**src/rtl/wdog_pkg.sv**
```systemverilog
package wdog_pkg;

  typedef enum logic [1:0] {
    WR_NONE   = 2'd0,
    WR_CLEAR  = 2'd1,
    WR_STATUS = 2'd2
  } wr_kind_e;

endpackage

```
**src/rtl/wdog_rst_sync.sv**
```systemverilog
module wdog_rst_sync #(
  parameter int STAGES = 2
) (
  input  logic clk,
  input  logic arst_n,
  output logic srst_n
);
  logic [STAGES-1:0] sync_q;
  logic [STAGES-1:0] sync_d;

  always_comb begin
    sync_d = {sync_q[STAGES-2:0], 1'b1};
  end

  always_ff @(posedge clk or negedge arst_n) begin
    if (!arst_n) sync_q <= '0;
    else         sync_q <= sync_d;
  end

  assign srst_n = sync_q[STAGES-1];
endmodule

```
**src/rtl/wdog_tick_cnt.sv**
```systemverilog
module wdog_tick_cnt #(
  parameter int CNT_W = 2
) (
  input  logic             clk,
  input  logic             rst_n,
  input  logic             tick_i,
  input  logic             clr_i,
  input  logic             hold_i,
  output logic [CNT_W-1:0] cnt_o,
  output logic             fire_o
);
  // value one step below the top bit being set
  localparam logic [CNT_W-1:0] ARM = {1'b0, {(CNT_W-1){1'b1}}};

  logic [CNT_W-1:0] cnt_q;
  logic [CNT_W-1:0] cnt_d;
  logic             cnt_en;
  logic             fire;

  always_comb begin
    fire   = tick_i & ~clr_i & ~hold_i & (cnt_q == ARM);
    cnt_en = hold_i | clr_i | tick_i;
    cnt_d  = cnt_q;
    if (hold_i || clr_i || fire) cnt_d = '0;
    else if (tick_i)             cnt_d = cnt_q + 1'b1;
  end

  always_ff @(posedge clk or negedge rst_n) begin
    if (!rst_n)      cnt_q <= '0;
    else if (cnt_en) cnt_q <= cnt_d;
  end

  assign cnt_o  = cnt_q;
  assign fire_o = fire;
endmodule

```
**src/rtl/wdog_rst_pulse.sv**
```systemverilog
module wdog_rst_pulse #(
  parameter int RST_LEN = 1
) (
  input  logic clk,
  input  logic rst_n,
  input  logic fire_i,
  input  logic half_i,
  output logic active_o,
  output logic start_o
);
  localparam int LEN_W = (RST_LEN > 1) ? $clog2(RST_LEN) : 1;
  localparam logic [LEN_W-1:0] LAST = LEN_W'(RST_LEN - 1);

  logic             active_q, active_d;
  logic [LEN_W-1:0] hc_q, hc_d;
  logic             start_q, start_d;
  logic             hc_en;

  always_comb begin
    active_d = active_q;
    hc_d     = hc_q;
    hc_en    = 1'b0;
    start_d  = fire_i & ~active_q;
    if (active_q) begin
      if (half_i) begin
        hc_en = 1'b1;
        if (hc_q == LAST) active_d = 1'b0;
        else              hc_d     = hc_q + 1'b1;
      end
    end else if (fire_i) begin
      active_d = 1'b1;
      hc_d     = '0;
      hc_en    = 1'b1;
    end
  end

  always_ff @(posedge clk or negedge rst_n) begin
    if (!rst_n) begin
      active_q <= 1'b0;
      start_q  <= 1'b0;
    end else begin
      active_q <= active_d;
      start_q  <= start_d;
    end
  end

  always_ff @(posedge clk or negedge rst_n) begin
    if (!rst_n)     hc_q <= '0;
    else if (hc_en) hc_q <= hc_d;
  end

  assign active_o = active_q;
  assign start_o  = start_q;
endmodule

```
**src/rtl/wdog_cause_flag.sv**
```systemverilog
module wdog_cause_flag (
  input  logic clk,
  input  logic rst_n,
  input  logic set_i,
  input  logic wr_i,
  input  logic wbit_i,
  output logic flag_o
);
  logic flag_q, flag_d, flag_en;

  always_comb begin
    flag_en = set_i | wr_i;
    flag_d  = set_i ? 1'b1 : wbit_i;
  end

  always_ff @(posedge clk or negedge rst_n) begin
    if (!rst_n)       flag_q <= 1'b0;
    else if (flag_en) flag_q <= flag_d;
  end

  assign flag_o = flag_q;
endmodule

```
**src/rtl/wdog_rst_gen.sv**
```systemverilog
module wdog_rst_gen
  import wdog_pkg::*;
#(
  parameter int          CNT_W       = 2,
  parameter int          RST_LEN     = 1,
  parameter int          AW          = 8,
  parameter int          DW          = 8,
  parameter logic [AW-1:0] CLR_ADDR  = 8'h26,
  parameter logic [AW-1:0] STAT_ADDR = 8'hFF,
  parameter int          CAUSE_BIT   = 6,
  parameter int          SYNC_STAGES = 2
) (
  input  logic          clk,
  input  logic          rst_n,
  input  logic          tick_i,
  input  logic          half_tick_i,
  input  logic          wr_en_i,
  input  logic [AW-1:0] wr_addr_i,
  input  logic [DW-1:0] wr_data_i,
  output logic          sys_rst_o,
  output logic          cause_flag_o,
  output logic          addr_clr_o
);
  logic             rst_sync_n;
  wr_kind_e         wr_kind;
  logic             fire;
  logic             rst_act;
  logic [CNT_W-1:0] wdt_cnt;
  logic             data_unused;

  assign data_unused = ^wr_data_i;

  wdog_rst_sync #(.STAGES(SYNC_STAGES)) u_sync (
    .clk    (clk),
    .arst_n (rst_n),
    .srst_n (rst_sync_n)
  );

  // writes decode only while the watchdog reset is not held
  always_comb begin
    wr_kind = WR_NONE;
    if (wr_en_i && !rst_act) begin
      if (wr_addr_i == CLR_ADDR)       wr_kind = WR_CLEAR;
      else if (wr_addr_i == STAT_ADDR) wr_kind = WR_STATUS;
    end
  end

  wdog_tick_cnt #(.CNT_W(CNT_W)) u_cnt (
    .clk    (clk),
    .rst_n  (rst_sync_n),
    .tick_i (tick_i),
    .clr_i  (wr_kind == WR_CLEAR),
    .hold_i (rst_act),
    .cnt_o  (wdt_cnt),
    .fire_o (fire)
  );

  wdog_rst_pulse #(.RST_LEN(RST_LEN)) u_pulse (
    .clk      (clk),
    .rst_n    (rst_sync_n),
    .fire_i   (fire),
    .half_i   (half_tick_i),
    .active_o (rst_act),
    .start_o  (addr_clr_o)
  );

  wdog_cause_flag u_cause (
    .clk    (clk),
    .rst_n  (rst_sync_n),
    .set_i  (fire),
    .wr_i   (wr_kind == WR_STATUS),
    .wbit_i (wr_data_i[CAUSE_BIT]),
    .flag_o (cause_flag_o)
  );

  assign sys_rst_o = rst_act;
endmodule

```
**config.mk**
```make
export PLATFORM = sky130hd
export DESIGN_NAME = wdog_rst_gen
export DESIGN_NICKNAME = d
export VERILOG_FILES = /design/src/rtl/wdog_pkg.sv /design/src/rtl/wdog_rst_sync.sv /design/src/rtl/wdog_tick_cnt.sv /design/src/rtl/wdog_rst_pulse.sv /design/src/rtl/wdog_cause_flag.sv /design/src/rtl/wdog_rst_gen.sv
export SDC_FILE = /design/constraint.sdc
export NUM_CORES = 1
export LEC_CHECK = 0
export BUFFER_PORTS_ARGS = -buffer_cell sky130_fd_sc_hd__clkbuf_2
export CORE_AREA = 4 4 41 43
export CTS_CLUSTER_DIAMETER = 100
export DETAILED_ROUTE_END_ITERATION = 8
export DIE_AREA = 0 0 45 47
export GPL_ROUTABILITY_DRIVEN = 0
export GPL_TIMING_DRIVEN = 0
export PLACE_DENSITY_LB_ADDON = 0.1
export SLEW_MARGIN = 20
export SYNTH_ARGS = -nofsm -noshare
export SYNTH_HDL_FRONTEND = slang
export SYNTH_SLANG_ARGS = --single-unit
export TNS_END_PERCENT = 20
```
**constraint.sdc**
```tcl
create_clock -name clk -period 0.8 [get_ports clk]
set_input_delay 0.12 -clock clk [delete_from_list [all_inputs] [get_ports clk]]
set_output_delay 0.12 -clock clk [all_outputs]
set_load 0.01 [all_outputs]
```
==> run_results.csv <==
group,metric,value,unit
grt,grt_max_degree,6,
placed_design,dpl.hpwl,623,um
final_layout,drive_gt1_share,47.1,%
setup_path,crit_path_top_delay_cell,"dfrtp_1",
setup_path,critPathMaxStageDelay,0.38,ns
final_layout,n_fill_cell,144,
floorplan,chipWidth,45,um
floorplan,core,0.00130,mm2
yosys,ys_ff_latch,7,
clocking,ctsHtreeMaxLevel,1,
drt,via_per_inst,4.41,
timing,finalCritPeriodShare,134,%
setup_path,crit_required,0.92,ns
final_layout,nets,74,
final_layout,layout_commonest_cell,"clkbuf_2",
clocking,cts_tree,"done",
pwr,vdd_drop_max,0.712,mV
drt,wl,701,um
setup_path,critPathLaunchType,"register",
timing,clock_skew,0.00563,ns
min_path,hp-class,"reg -> async",
setup_path,critPathCaptureType,"register",
timing,max_freq,935,MHz
yosys,syn_area,332,um2
clocking,clk_latency,0.25,ns
setup_path,worst_ep_arrival_time,1.19,ns
setup_path,path_cells,"or2b_1 > nor4_2 > o22ai_1",
floorplan,io_pins,24,
drt,drtAntennaViolNets,0,
clocking,clock-sinks,7,
yosys,netlist_instances,29,
grt,grtUsageTotal,7.72,%
floorplan,fp.dieArea,0.00212,mm2
yosys,synth_seq_area_share,52.8,%
run_status,failed_checks,"negative setup slack",
setup_path,r2r_end,"u_cause.flag_o",
pwr,power_density,2520,mW/mm2
grt,grt_pass1_wl,1.14,mm
timing,period_needed,1.07,ns
grt,antenna_found_initial,0,
timing,grt_setup_unrepaired,"yes",
clocking,clockBufferDepth,2,
floorplan,die_height,47,um
final_layout,final_core_util,37.4,%
yosys,synth.distinct_cells,15,
setup_path,critPathKind,"reg -> reg",
clocking,clkTransAtPathRegs,0.05,ns
final_layout,layout_common_cells,"clkbuf_2, dfrtp_1, nor2_1",
setup_path,rr_startpoint,"u_pulse.active_o",
drt,wl_per_cell,10.6,um
setup_path,cp_max_fo,2,
timing,setup_ws,-0.269,ns
clocking,clockRootBuffer,"clkbuf_4",
yosys,avgSynthCellArea,11.4,um2
final_layout,area_delta_synth_final,46.8,%
yosys,syn_nets,51,
clocking,cts_inserted_buffers,3,
drt,first_pass_iters,1,
yosys,yosysWarnings,0,
setup_path,rr_worst_depth,3,
drt,drt_iter0_markers,0,
final_layout,layoutNonFillerInstCount,66,
pwr,leakagePower,0.248,nW
timing,hold_viol,0,
setup_path,crit_family,"simple AND/OR/NAND/NOR gates",
setup_path,crit_buf_inv,0,
timing,setup_viol,8,
flow_run,drv_cap,0,
grt,grt_pass1_vias,300,
grt,grt_overflow,0,
floorplan,fp-row-count,13,
placed_design,io_buffers,16,
drt,via_count,291,
floorplan,initial_core_util,25.5,%
setup_path,ff2ff_setup_slack,-0.27,ns
timing,slew_violations,0,
final_layout,diodes,0,
drt,drc,0,
placed_design,placed_cells,60,
run_status,status,"finished with violations",
timing,fin_tns_setup,-1.38,ns
-- per-layer routing --
metal | up-vias | wire length (um) | track usage [%]
met4 | 0 | 14 | 7.02
li1 | 144 | - | -
met3 | 2 | 64 | 1.53
met5 | - | 0 | 0
met2 | 12 | 366 | 13.8
met1 | 133 | 254 | 7.44
-- cell usage after synthesis --
master,instances,area (um2)
o31ai_4,1,21.3
or2b_1,1,7.51
o31a_1,1,8.76
nor2_1,5,18.8
conb_1,1,3.75
o22ai_1,2,12.5
nand2_1,1,3.75
dfrtp_1,7,175
nand4_2,1,12.5
nand4_1,1,6.26
ha_1,1,12.5
mux2i_1,2,20.0
nor4_1,1,6.26
inv_1,3,11.3
or4_4,1,11.3
-- how the worst max path moves through the flow --
stage | slack (ns) | cells past startpoint | from | endpoint
after detailed placement | -0.51 | 4 | wr_addr_i[0] | u_pulse.active_o
after CTS | -0.31 | 3 | u_pulse.active_o | u_cause.flag_o
final | -0.27 | 3 | u_pulse.active_o | u_cause.flag_o
after global placement | -0.51 | 4 | wr_addr_i[0] | u_pulse.active_o
after floorplan | -0.33 | 3 | wr_addr_i[0] | u_cause.flag_o
after global routing | -0.34 | 3 | u_pulse.active_o | u_cause.flag_o
-- area by class of cell --
cell class | instances | area (um2) | share of cell area, %
tap | 15 | 18.8 | 3.86
sequential | 7 | 175 | 36.0
multi-input combinational | 19 | 151 | 31.1
inverter | 3 | 11.3 | 2.31
timing repair buffer | 18 | 104 | 21.3
clock buffer | 4 | 26.3 | 5.40
-- report_power, final --
group	switching (mW)	internal, mW	leakage [nW]	total [mW]
sequential	0.0470	0.437	0.0844	0.484
combinational	0.223	0.206	0.148	0.429
clock	0.122	0.190	0.0150	0.312
total	0.393	0.833	0.248	1.23
-- what timing repair did --
item / CTS / global route
hold buffers: 1 / 0
setup buffers: 1 / 0
pin swaps: 3 / 5
endpoints found under the setup margin: 8 / 8
hold endpoints to repair: 2 / 0
gates resized for setup: 0 / 2
-- worst reg2reg max path: stages, from the launching register on --
cell	delay, ns
dfrtp_1	0.38
or2b_1	0.25
nor4_2	0.21
o22ai_1	0.12
-- registers in the layout (all words and copies together) (netlist names) --
signal,cells
u_cause.flag_o,1
u_cnt.cnt_o,2
u_pulse.active_o,1
u_pulse.start_o,1
u_sync.sync_q,2
-- cells by family (layout without fill, tap and decap cells) --
kind of cell               count (synthesis)  count (layout)  synth area share (%)
DFF                                        7               7                  52.8
buffers and inverters                      3              25                  3.40
adders and majority gates                  1               1                  3.77
AOI/OAI and AO/OA                          4               4                  12.8
other                                      1               1                  1.13
and+or+nand+nor                           11              11                  20.0
muxes                                      2               2                  6.04
-- stage by stage --
step	hold slack, ns	power [mW]	setup WS [ns]	area [um2]
finish	0.0737	1.23	-0.269	487
global route	0.0646	1.32	-0.335	487
CTS	0.0626	1.25	-0.312	474
detailed placement	-0.0922	0.887	-0.511	430
global placement	-0.0949	0.872	-0.511	430
floorplan	-0.176	0.746	-0.334	332
(Power assumes the default switching activity.)
